==> config.mk <==
export PLATFORM = sky130hd
export DESIGN_NAME = steer_top
export DESIGN_NICKNAME = d
export VERILOG_FILES = /design/src/rtl/steer_pkg.sv /design/src/rtl/steer_cls_decode.sv /design/src/rtl/steer_pipe_occ.sv /design/src/rtl/steer_pick.sv /design/src/rtl/steer_top.sv
export SDC_FILE = /design/constraint.sdc
export NUM_CORES = 1
export LEC_CHECK = 0
export BUFFER_PORTS_ARGS = -buffer_cell sky130_fd_sc_hd__buf_4
export CORE_MARGIN = 2
export CORE_UTILIZATION = 52
export CTS_BUF_LIST = sky130_fd_sc_hd__clkbuf_2
export CTS_CLUSTER_SIZE = 20
export DETAILED_ROUTE_END_ITERATION = 12
export PLACE_DENSITY_LB_ADDON = 0.08
export SLEW_MARGIN = 10
export SYNTH_ARGS = -nofsm -noshare
export SYNTH_HDL_FRONTEND = slang
export SYNTH_SLANG_ARGS = --single-unit
==> constraint.sdc <==
create_clock -name clk -period 3.73 [get_ports clk]
set_clock_uncertainty 0.15 [all_clocks]
set_input_delay 0.1865 -clock clk [delete_from_list [all_inputs] [get_ports clk]]
set_output_delay 0.1865 -clock clk [all_outputs]
set_load 0.01 [all_outputs]
==> src/rtl/steer_pkg.sv <==
package steer_pkg;
  localparam int CLS_W    = 4;
  localparam int WORDS_W  = 4;
  localparam int NPIPE    = 2;
  localparam int LSM_CAP  = 4;
  localparam int MAX_HOLD = 4;
  localparam int HOLD_W   = $clog2(MAX_HOLD + 1);
  localparam int OCC_W    = $clog2(MAX_HOLD);

  typedef enum logic [CLS_W-1:0] {
    C_ALU      = 4'd0,
    C_SHIFT    = 4'd1,
    C_SAD      = 4'd2,
    C_MOV64    = 4'd3,
    C_LD       = 4'd4,
    C_LD_UPD   = 4'd5,
    C_ST       = 4'd6,
    C_ST_RIDX  = 4'd7,
    C_LSM      = 4'd8,
    C_MUL      = 4'd9,
    C_MAC      = 4'd10,
    C_DIV      = 4'd11,
    C_DIVREM   = 4'd12,
    C_BR       = 4'd13,
    C_DSP      = 4'd14,
    C_DSP_WIDE = 4'd15
  } op_cls_e;

  typedef enum logic [1:0] {SL_ANY = 2'd0, SL_0 = 2'd1, SL_1 = 2'd2} slot_rule_e;
  typedef enum logic [1:0] {PR_ANY = 2'd0, PR_0 = 2'd1, PR_1 = 2'd2} pipe_rule_e;

  typedef struct packed {
    slot_rule_e              slot;
    pipe_rule_e              pipe;
    logic                    both;
    logic [HOLD_W-1:0]       hold;
  } cls_info_t;

  // Execute-stage cycles for multiply/MAC by multiplier speed
  function automatic logic [HOLD_W-1:0] mul_hold(input logic [1:0] cfg);
    case (cfg)
      2'd0:    return HOLD_W'(1);
      2'd1:    return HOLD_W'(2);
      default: return HOLD_W'(4);
    endcase
  endfunction

  // Execute-stage cycles for a block transfer of n words
  function automatic logic [HOLD_W-1:0] lsm_hold(input logic [WORDS_W-1:0] n);
    if (n == '0)                   return HOLD_W'(1);
    else if (int'(n) >= LSM_CAP)   return HOLD_W'(LSM_CAP);
    else                           return HOLD_W'(n);
  endfunction
endpackage

==> src/rtl/steer_cls_decode.sv <==
module steer_cls_decode
  import steer_pkg::*;
(
  input  logic [CLS_W-1:0]   cls,
  input  logic [WORDS_W-1:0] words,
  input  logic [1:0]         mul_cfg,
  output cls_info_t          info
);
  always_comb begin
    info.slot = SL_ANY;
    info.pipe = PR_ANY;
    info.both = 1'b0;
    info.hold = HOLD_W'(1);
    case (op_cls_e'(cls))
      C_ALU:      ;
      C_SHIFT:    info.hold = HOLD_W'(2);
      C_SAD:      info.hold = HOLD_W'(3);
      C_MOV64:    info.slot = SL_1;
      C_LD, C_ST: begin info.slot = SL_1; info.pipe = PR_1; end
      C_LD_UPD, C_ST_RIDX: begin
        info.slot = SL_1; info.pipe = PR_1; info.both = 1'b1;
      end
      C_LSM: begin
        info.slot = SL_1; info.pipe = PR_1; info.hold = lsm_hold(words);
      end
      C_MUL: begin
        info.slot = SL_0; info.pipe = PR_0; info.hold = mul_hold(mul_cfg);
      end
      C_MAC: begin
        info.slot = SL_0; info.pipe = PR_0; info.both = 1'b1;
        info.hold = mul_hold(mul_cfg);
      end
      C_DIV: begin
        info.slot = SL_0; info.pipe = PR_0; info.hold = HOLD_W'(4);
      end
      C_DIVREM: begin
        info.slot = SL_0; info.pipe = PR_0; info.both = 1'b1;
        info.hold = HOLD_W'(4);
      end
      C_BR, C_DSP: begin info.slot = SL_0; info.pipe = PR_0; end
      C_DSP_WIDE: begin
        info.slot = SL_0; info.pipe = PR_0; info.both = 1'b1;
      end
      default: ;
    endcase
  end
endmodule

==> src/rtl/steer_pipe_occ.sv <==
module steer_pipe_occ
  import steer_pkg::*;
(
  input  logic              clk,
  input  logic              rst,
  input  logic              issue,
  input  logic [HOLD_W-1:0] hold,
  output logic              free
);
  logic [OCC_W-1:0] left_q;

  always_ff @(posedge clk) begin
    if (rst)                 left_q <= '0;
    else if (issue)          left_q <= OCC_W'(hold - 1'b1);
    else if (left_q != '0)   left_q <= left_q - 1'b1;
  end

  assign free = (left_q == '0);

  // work enters only an idle execute stage
  a_r11_enter_idle: assert property (@(posedge clk) disable iff (rst)
    issue |-> left_q == '0);
  // a multi-cycle hold keeps the stage busy next cycle
  a_r7_hold_busy: assert property (@(posedge clk) disable iff (rst)
    (issue && hold > HOLD_W'(1)) |=> !free);
  // a single-cycle hold leaves the stage free next cycle
  a_r7_single_free: assert property (@(posedge clk) disable iff (rst)
    (issue && hold == HOLD_W'(1)) |=> free);
endmodule

==> src/rtl/steer_pick.sv <==
module steer_pick
  import steer_pkg::*;
(
  input  logic                          v0,
  input  logic                          v1,
  input  cls_info_t                     info0,
  input  cls_info_t                     info1,
  input  logic [NPIPE-1:0]              free,
  output logic                          iss_old,
  output logic                          iss_yng,
  output logic [1:0]                    s_vld,
  output logic [1:0]                    s_pipe,
  output logic [1:0]                    s_yng,
  output logic                          dual,
  output logic [NPIPE-1:0]              go,
  output logic [NPIPE-1:0][HOLD_W-1:0]  go_hold
);
  logic b_plain, pref_s1, want_p;
  logic a_ok, a_slot, a_pipe;
  logic b_ok, b_slot, b_pipe, b_slot_ok, b_pipe_ok;

  always_comb begin
    iss_old = 1'b0; iss_yng = 1'b0; dual = 1'b0;
    s_vld = '0; s_pipe = '0; s_yng = '0; go = '0; go_hold = '0;
    b_plain = v1 && !info1.both;
    pref_s1 = b_plain && (info1.slot == SL_0);
    want_p  = b_plain && (info1.pipe == PR_0);
    a_ok = 1'b0; a_slot = 1'b0; a_pipe = 1'b0;
    if (v0) begin
      if (info0.both) begin
        a_pipe = (info0.pipe == PR_1);
        a_slot = a_pipe;
        a_ok   = free[a_pipe];
      end else begin
        a_slot = (info0.slot == SL_ANY) ? pref_s1 : (info0.slot == SL_1);
        case (info0.pipe)
          PR_0: begin a_pipe = 1'b0; a_ok = free[0]; end
          PR_1: begin a_pipe = 1'b1; a_ok = free[1]; end
          default: begin
            if (free[want_p])       begin a_pipe = want_p;  a_ok = 1'b1; end
            else if (free[!want_p]) begin a_pipe = !want_p; a_ok = 1'b1; end
          end
        endcase
      end
    end
    if (a_ok) begin
      iss_old          = 1'b1;
      s_vld[a_slot]    = 1'b1;
      s_pipe[a_slot]   = a_pipe;
      go[a_pipe]       = 1'b1;
      go_hold[a_pipe]  = info0.hold;
      dual             = info0.both;
    end
    b_slot    = !a_slot;
    b_pipe    = !a_pipe;
    b_slot_ok = (info1.slot == SL_ANY) || (info1.slot == (b_slot ? SL_1 : SL_0));
    b_pipe_ok = (info1.pipe == PR_ANY) || (info1.pipe == (b_pipe ? PR_1 : PR_0));
    b_ok      = a_ok && !info0.both && b_plain && b_slot_ok && b_pipe_ok && free[b_pipe];
    if (b_ok) begin
      iss_yng          = 1'b1;
      s_vld[b_slot]    = 1'b1;
      s_pipe[b_slot]   = b_pipe;
      s_yng[b_slot]    = 1'b1;
      go[b_pipe]       = 1'b1;
      go_hold[b_pipe]  = info1.hold;
    end
  end
endmodule

==> src/rtl/steer_top.sv <==
module steer_top
  import steer_pkg::*;
(
  input  logic               clk,
  input  logic               rst,
  input  logic [1:0]         mul_cfg,
  input  logic               in0_vld,
  input  logic [CLS_W-1:0]   in0_cls,
  input  logic [WORDS_W-1:0] in0_words,
  input  logic               in1_vld,
  input  logic [CLS_W-1:0]   in1_cls,
  input  logic [WORDS_W-1:0] in1_words,
  output logic               iss_old,
  output logic               iss_yng,
  output logic               s0_vld,
  output logic               s0_pipe,
  output logic               s0_yng,
  output logic               s1_vld,
  output logic               s1_pipe,
  output logic               s1_yng,
  output logic               dual_claim,
  output logic               wait_old,
  output logic               wait_yng
);
  logic [1:0][CLS_W-1:0]   cls_a;
  logic [1:0][WORDS_W-1:0] words_a;
  cls_info_t               info_a [2];
  logic [NPIPE-1:0]        pipe_free;
  logic [NPIPE-1:0]        pipe_go;
  logic [NPIPE-1:0][HOLD_W-1:0] pipe_hold;
  logic [1:0] s_vld, s_pipe, s_yng;

  assign cls_a   = {in1_cls, in0_cls};
  assign words_a = {in1_words, in0_words};

  for (genvar i = 0; i < 2; i++) begin : g_dec
    steer_cls_decode u_dec (
      .cls     (cls_a[i]),
      .words   (words_a[i]),
      .mul_cfg (mul_cfg),
      .info    (info_a[i])
    );
  end

  for (genvar p = 0; p < NPIPE; p++) begin : g_occ
    steer_pipe_occ u_occ (
      .clk   (clk),
      .rst   (rst),
      .issue (pipe_go[p]),
      .hold  (pipe_hold[p]),
      .free  (pipe_free[p])
    );
  end

  steer_pick u_pick (
    .v0      (in0_vld),
    .v1      (in1_vld),
    .info0   (info_a[0]),
    .info1   (info_a[1]),
    .free    (pipe_free),
    .iss_old (iss_old),
    .iss_yng (iss_yng),
    .s_vld   (s_vld),
    .s_pipe  (s_pipe),
    .s_yng   (s_yng),
    .dual    (dual_claim),
    .go      (pipe_go),
    .go_hold (pipe_hold)
  );

  assign s0_vld   = s_vld[0];
  assign s1_vld   = s_vld[1];
  assign s0_pipe  = s_pipe[0];
  assign s1_pipe  = s_pipe[1];
  assign s0_yng   = s_yng[0];
  assign s1_yng   = s_yng[1];
  assign wait_old = in0_vld && !iss_old;
  assign wait_yng = in1_vld && !iss_yng;

  // younger never overtakes older
  a_r10_in_order: assert property (@(posedge clk) disable iff (rst)
    iss_yng |-> iss_old);
  // one pipe per instruction per cycle
  a_r2_distinct_pipes: assert property (@(posedge clk) disable iff (rst)
    (s0_vld && s1_vld) |-> (s0_pipe != s1_pipe));
  // both-slot instruction goes alone
  a_r6_alone: assert property (@(posedge clk) disable iff (rst)
    dual_claim |-> (!iss_yng && !(s0_vld && s1_vld)));
  // a younger both-slot instruction never issues
  a_r6_yng_never: assert property (@(posedge clk) disable iff (rst)
    (in1_vld && (op_cls_e'(in1_cls) inside {C_LD_UPD, C_ST_RIDX, C_MAC, C_DIVREM, C_DSP_WIDE}))
      |-> !iss_yng);
  // memory classes sit in slot 1 on pipe 1
  a_r4_mem_slot1: assert property (@(posedge clk) disable iff (rst)
    (iss_old && (op_cls_e'(in0_cls) inside {C_LD, C_LD_UPD, C_ST, C_ST_RIDX, C_LSM}))
      |-> (s1_vld && !s1_yng && s1_pipe));
  // pipe-0 classes sit in slot 0 on pipe 0
  a_r5_p0_slot0: assert property (@(posedge clk) disable iff (rst)
    (iss_old && (op_cls_e'(in0_cls) inside {C_MUL, C_MAC, C_DIV, C_DIVREM, C_BR, C_DSP, C_DSP_WIDE}))
      |-> (s0_vld && !s0_yng && !s0_pipe));
  // wide move only from slot 1
  a_r3_mov_slot1: assert property (@(posedge clk) disable iff (rst)
    (iss_yng && op_cls_e'(in1_cls) == C_MOV64) |-> (s1_vld && s1_yng));
endmodule

# --- Yosys cells after proc, flatten, opt, wreduce, memory -nomap -nowiden ---
# Cells that the tools add are included.
# Widths: inputs -> output; s select.
op_classes:
  n_addsub: 4
  magnitude_cmp: 13
  eq_ne: 38
  muxes: 66
  bitwise_logic: 4
  n_reduce_logical: 47
ops:
  columns: ["cell", "n"]
  rows:
  - ["$eq 4x4->1 const B", 16]
  - ["$eq 4x3->1 const B", 8]
  - ["$pmux 3 s5", 2]
  - ["$mux 1", 28]
  - ["$mux 2", 13]
  - ["$reduce_or 5->1", 4]
  - ["$mux 3", 6]
  - ["$eq 4x2->1 const B", 4]
  - ["$pmux 2 s2", 4]
  - ["$logic_and 1x1->1", 14]
  - ["$lt 1x2->1 const B", 7]
  - ["$reduce_or 7->1", 2]
  - ["$logic_not 2->1", 6]
  - ["$reduce_or 6->1", 2]
  - ["$eq 2x1->1 const B", 4]
  - ["$eq 4x1->1 const B", 2]
  - ["$ge 4x3->1 const B", 2]
  - ["$logic_not 4->1", 2]
  - ["$reduce_bool 2->1", 4]
  - ["$reduce_or 2->1", 4]
  - ["$sub 2x1->2 const B", 4]
  - ["$logic_not 1->1", 7]
  - ["$and 6x6->6", 1]
  - ["$bwmux 6", 1]
  - ["other kinds (13)", 25]
word_totals:
  regBits: 4
  output_inout_bits: 11
  elab_cells: 174

# --- Depth between registers and ports, before layout ---
logic_depth:
  ltp_word: 24
  depth_mapped: 13
  mapped_depth_nobuf: 12

# --- By module ---
# A second synthesis with hierarchy kept.
hier_totals:
  cells_unflattened: 151
  area_unflattened_um2: 1151.1
by_module_without_submodules:
  columns: ["module", "instances", "cells_each", "area_per_inst_um2", "seq_area_each_um2"]
  rows:
  - ["steer_pick", 1, 61, 490.5, 0.0]
  - ["steer_cls_decode", 2, 34, 224.0, 0.0]
  - ["steer_pipe_occ", 2, 10, 92.6, 40.0]
  - ["steer_top", 1, 2, 27.5, 0.0]

# --- Worst setup path before layout ---
# No wires, ideal clock.
synth_path:
  path_type: "in2out"
  startpoint: "input in0_cls[2]"
  endpoint: "output wait_yng"
  t_arrival_ns: 2.354
  t_required_ns: 3.394
  setup_slack_ns: 1.040
  stages: 12
  n_path_buf: 1
  cell_sequence: "buf_2 > nor3_1 > nor2_1 > nor2_1 > inv_1 > ha_1 > inv_1 > o41ai_4 > or2_2 > a21oi_1 > o21ai_0 > and2_1"
synth_between:
  elab_chain_len: 16
  elab_cells_between_ends: 52
  classes_between: "eq/ne: 18; mux: 19; reduce/logical: 15"
synth_rtl:
  columns: ["element", "line_no", "source"]
  rows:
  - ["from (decl)", "steer_top.sv:8", "input logic [CLS_W-1:0] in0_cls,"]
  - ["$eq 4x4->1 (tied with other cells)", "steer_cls_decode.sv:14", "case (op_cls_e'(cls))"]
  - ["$reduce_or 7->1 (no source line) (tied with other cells)", null, null]
  - ["$pmux 2 s2", "steer_cls_decode.sv:14", null]
  - ["$eq 2x2->1 (tied with other cells)", "steer_pick.sv:35", "a_slot = (info0.slot == SL_ANY) ? pref_s1 : (info0.slot == SL_1);"]
  - ["$mux 1, on equally long branches", "steer_pick.sv:35, steer_pick.sv:33", null]
  - ["$mux 1, on equally long branches", "steer_pick.sv:30, steer_pick.sv:33", null]
  - ["$mux 1, on equally long branches", "steer_pick.sv:29, steer_pick.sv:30", null]
  - ["$mux 2 or $mux 1 (tied branches)", "steer_pick.sv:56, steer_pick.sv:29", null]
  - ["$eq 2x2->1 or $logic_and 1x1->1 (tied branches)", "steer_pick.sv:56, steer_pick.sv:58", null]
  - ["$logic_or 1x1->1 or $logic_and 1x1->1 (tied branches)", "steer_pick.sv:56, steer_pick.sv:58", null]
  - ["$logic_and 1x1->1 (2 in series)", "steer_pick.sv:58", "b_ok = a_ok && !info0.both && b_plain && b_slot_ok && b_pipe_ok && free[b_pipe];"]
  - ["$logic_and 1x1->1 *", "steer_pick.sv:58", null]
  - ["$mux 1 *", "steer_pick.sv:59", "if (b_ok) begin"]
  - ["$logic_not 1->1 *", "steer_top.sv:78", "assign wait_yng = in1_vld && !iss_yng;"]
  - ["$logic_and 1x1->1 *", "steer_top.sv:78", null]
  - ["to (decl)", "steer_top.sv:23", "output logic wait_yng"]
# Mark *: on every way between the ends. The rest lies on a longest branch, timed or not. The select of a mux whose other input is x is not followed.

# --- Worst setup path in the final report ---
layout_path:
  startpoint: "input in0_cls[1]"
  endpoint: "output s1_vld"
layout_between:
  elab_chain_len: 14
  elab_cells_between_ends: 63
  classes_between: "order compare: 4; eq/ne: 18; mux: 24; bitwise: 1; reduce/logical: 16"
layout_rtl:
  columns: ["element", "line_no", "source"]
  rows:
  - ["$eq 4x4->1 (tied with other cells)", "steer_cls_decode.sv:14", null]
  - ["$reduce_or 7->1 (no source line) (tied with other cells)", null, null]
  - ["$pmux 2 s2", "steer_cls_decode.sv:14", null]
  - ["$eq 2x2->1 (tied with other cells)", "steer_pick.sv:35", null]
  - ["$mux 1, on equally long branches", "steer_pick.sv:35, steer_pick.sv:33", null]
  - ["$mux 1, on equally long branches", "steer_pick.sv:30, steer_pick.sv:33", null]
  - ["$mux 1, on equally long branches", "steer_pick.sv:29, steer_pick.sv:30", null]
  - ["$lt 1x2->1 (implied by the code) (tied with other cells)", "steer_pick.sv:48", "s_vld[a_slot] = 1'b1;"]
  - ["$logic_and 1x1->1 (implied by the code) (tied with other cells)", "steer_pick.sv:48", null]
  - ["$mux 1 (implied by the code) (tied with other cells)", "steer_pick.sv:48", null]
  - ["$demux 1 s1 (tied with other cells)", null, null]
  - ["$mux 2 (tied with other cells)", "steer_pick.sv:46", "if (a_ok) begin"]
  - ["$or 2x2->2 (no source line) or $logic_and 1x1->1 (tied branches)", null, null]
  - ["$mux 2 *", "steer_pick.sv:59", null]
  - ["to (decl)", "steer_top.sv:18", "output logic s1_vld,"]
# Marked as above.

==> key figures <==
Run status
  – Outcome: complete, no violations

CTS
  – Clock tree root driver cell: clkbuf_2
  – CTS-repair resized insts: 0
  – H-tree depth: 1
  – CTS Sinks: 4
  – Number of CTS-inserted buffers: 3
  – # hold bufs at CTS: 0
  – Clock Path Buffers: 2
  – CTS tree: yes
  – Clk Latency, worst-skew pair: roughly 0.2 ns
  – Post-CTS Setup Repair Bufs: 0
  – Clk slew on worst S/H paths: 0.04 ns

Synth
  – Post-synthesis cell count: roughly 150
  – Post-synthesis register bit count: 4
  – Post-synthesis adder-cell area fraction: around 2.5%
  – Simple-gate share of the synthesized area: between 40% and 50%
  – Top post-synthesis cells by count: 17 x nor2_1, 13 x inv_1, 13 x nand2_1, 9 x o21ai_0, 6 x a21oi_1
  – Mapped Area: ~990 um^2
  – Ranking of synthesized cells by area: dfxtp_1 8.1%, nor2_1 6.4%, inv_1 4.9%
  – Post-synth EDFFs: 0
  – Top cell type by total area after synthesis: dfxtp_1
  – Synth Flop Type: dfxtp_1
  – XOR/XNOR Fraction of Synth Area: less than 1%
  – Synth warn: 0
  – Count leader, synth: nor2_1
  – Largest family of logic cells by synthesized area: simple AND/OR/NAND/NOR gates
  – Yosys cell types: 53
  – Yosys top cell area share: 8.091%
  – Mapped Avg Cell Area: between 6 and 7 um^2
  – Synth Area in Compound Gates: slightly below 40%
  – Ys async rst share: 0%
  – Sequential area share after synthesis: 8.091%
  – Post-synthesis mux area share: around 2.1%
  – Mapped Nets: 170

Power
  – Clock share of power: between 10 and 15%
  – Power density over cell area: about 210 nW/um^2
  – Worst VDD drop: about 180 uV
  – Sw Share: between 40% and 50%
  – Total power: roughly 0.00026 W
  – Combinational share of power: between 60% and 70%
  – Reg power frac: between 10% and 20%
  – P_int: between 0.0001 and 0.00015 W
  – Leak: 0.5813 nW
  – Net Sw Power: 0.0001108 W

Hold path
  – Worst hold start: rst
  – Worst hold-check path type: input pin to register
  – Hold Path End: g_occ[1].u_occ.left_q[0]$_SDFFE_PP0P_
  – Hold Path Depth: 2

Worst setup path
  – Critical path, cell by cell: buf_4, nor3_1, nor2_1, nor2_1, inv_1, ha_1, inv_1, o41ai_4, or2_2, a21oi_1, o21ai_0, o21ai_0, buf_4
  – Crit path DAT: 2.68 ns
  – Crit path launch: in0_cls[1]
  – Critical path startpoint category: input pin
  – Critical-path maximum fanout: 9
  – Reg2Reg Setup Slack: approximately 1.1 ns
  – Worst Path Required: roughly 3.4 ns
  – CP peak stage delay: 0.43 ns
  – Worst r2r path cells: 7
  – Crit path kind: input pin to output port
  – RR Startpoint: g_occ[0].u_occ.left_q[1]$_SDFFE_PP0P_
  – CP Buf/Inv Count: 4
  – Worst r2r dst: g_occ[1].u_occ.left_q[1]$_SDFFE_PP0P_
  – Crit-path leading delay family: compound AO/OA/AOI/OAI gates
  – Crit end category: output port
  – Cell at the slowest stage of the critical path: o41ai_4

Placed design
  – Final HPWL DP: 2103 um
  – Port-buffer cells: 32
  – RD Place Congestion: 0.8529
  – Area after DPL: approximately 1200 um^2
  – Inst Count DP: slightly below 200
  – Post-Place Worst Slack: 0.7203 ns

Layout
  – Area grow syn2layout: 27.18%
  – Max reg flops: 4
  – Largest Register: g_occ.u_occ.left_q
  – ANT cells: 0
  – Final Net Count: 202
  – Fin cells: around 200
  – Design area: 1259 um^2
  – Biggest regs: g_occ.u_occ.left_q: 4 flops
  – Share of cells above drive strength 1: between 20 and 30%

Floorplan
  – DIE HEIGHT: 47.63 um
  – Die area: 2268 um^2
  – Initial Util: 56.10%
  – Row cnt: 15
  – Die width: 47.63 um
  – # IOs: 33
  – Core area: around 1800 um^2

Global routing
  – GR Overflow Total: 0
  – Largest net degree at the start of global routing: 13
  – First-pass GRT wire length: between 3000 and 4000 um
  – M1 GR Usage: between 30% and 40%
  – GR Layer Usage met2: 39.46%
  – Initial antenna violation count: 0
  – Vias in the first global route: ~920
  – Gr usage total: between 20% and 30%
  – GR peak layer: met2
  – Met3 usage in global routing: 6.415%

STA
  – Setup TNS: 0 ns
  – RSZ-0062 raised after global routing: false
  – Endpoints failing hold: 0
  – Setup ws final: about 0.72 ns
  – Tcrit/Tclk final: 80.74%
  – Time the worst path needs with I/O delays and setup: between 3 and 4 ns
  – Slew headroom: between 60% and 70%
  – Fmax: between 300 and 400 MHz
  – Fin. max-slew vios: 0
  – Worst slew pin tran: between 0.5 and 0.6 ns
  – Final setup violating endpoints: 0

Routing
  – Antenna Nets Post-Route: 0
  – DRT Pass-1 Iters: 5
  – Total wire length: between 2000 and 3000 um
  – DRC viols: 0
  – DRT iter0 DRCs: 36
  – Total number of vias: 1192
  – Vias per cell: between 5 and 6
  – WL/cell: 12.60 um

Job
  – Max Cap Viol: 0
power groups by stage:
stage | Clock, W | Combinational [W] | Sequential (W)
after floorplan | 0 | 0.000113 | 0.0000486
after global placement | 0 | 0.000166 | 0.0000497
after global routing | 0.0000432 | 0.000188 | 0.0000495
final | 0.0000380 | 0.000171 | 0.0000494
after CTS | 0.0000405 | 0.000170 | 0.0000492
after detailed placement | 0 | 0.000170 | 0.0000499
worst max path at each step:
stage,slack (ns),to,cells past startpoint
finish,0.72,s1_vld,13
global placement,0.83,wait_yng,13
global route,0.45,s1_vld,13
CTS,0.72,s1_vld,13
detailed placement,0.72,s1_vld,13
floorplan,1.04,wait_yng,12
routing by layer:
layer | up-vias | part of all wire (%)
met5 | - | 0
met4 | 0 | 0
met3 | 0 | 7.2
met2 | 51 | 45
met1 | 522 | 47
li1 | 619 | -
kinds of logic (layout without fill, tap and decap cells):
kind of cell	Yosys count	after routing
flops	4	4
simple gates	70	70
compound gates	48	48
xor+xnor	1	1
buf+inv	19	49
fa+ha+maj	2	2
mux	2	2
cells in the final DEF (no fill, tap or decap), types with 2 or more instances in the layout:
master     n
o21ai_0    9
a211oi_1   2
nor3b_1    3
inv_1     13
ha_1       2
a22oi_1    2
o41ai_1    2
a21oi_1    6
clkbuf_2   3
nor3_1     4
nor2b_1    3
and2_1     3
nand2b_1   4
o22a_1     2
o311ai_0   2
o22ai_1    4
dfxtp_1    4
buf_4     33
or2_2      4
nor2_1    17
a221oi_1   2
nand2_1   13
a211o_1    3
and3_1     2
nor4bb_1   2
and3b_1    4
o211ai_1   2
worst reg2reg max path: stages (launching register included):
cell and delay, ns:
dfxtp_1 0.34, or2_2 0.35, nor3_1 0.34, o41ai_4 0.14
o211ai_1 0.46, mux2_2 0.41, o21ai_0 0.16, o311ai_0 0.11
stage by stage:
stage,hold WS [ns],util (%)
after floorplan,0.1056,-
after detailed placement,0.2453,70.50
final,0.03028,71.35
after global routing,0.01472,71.35
after global placement,0.2374,70.50
after CTS,0.01844,71.35
layout make-up:
| type | count | area (um^2) |
|---|---|---|
| Clock buffer | 3 | 15.01 |
| Fill cell | 164 | 505.5 |
| Inverter | 13 | 48.80 |
| Multi-Input combinational cell | 123 | 835.8 |
| Sequential cell | 4 | 80.08 |
| Tap cell | 25 | 31.28 |
| Timing Repair Buffer | 33 | 247.7 |
No activity file was read; power rests on OpenSTA's default activity.
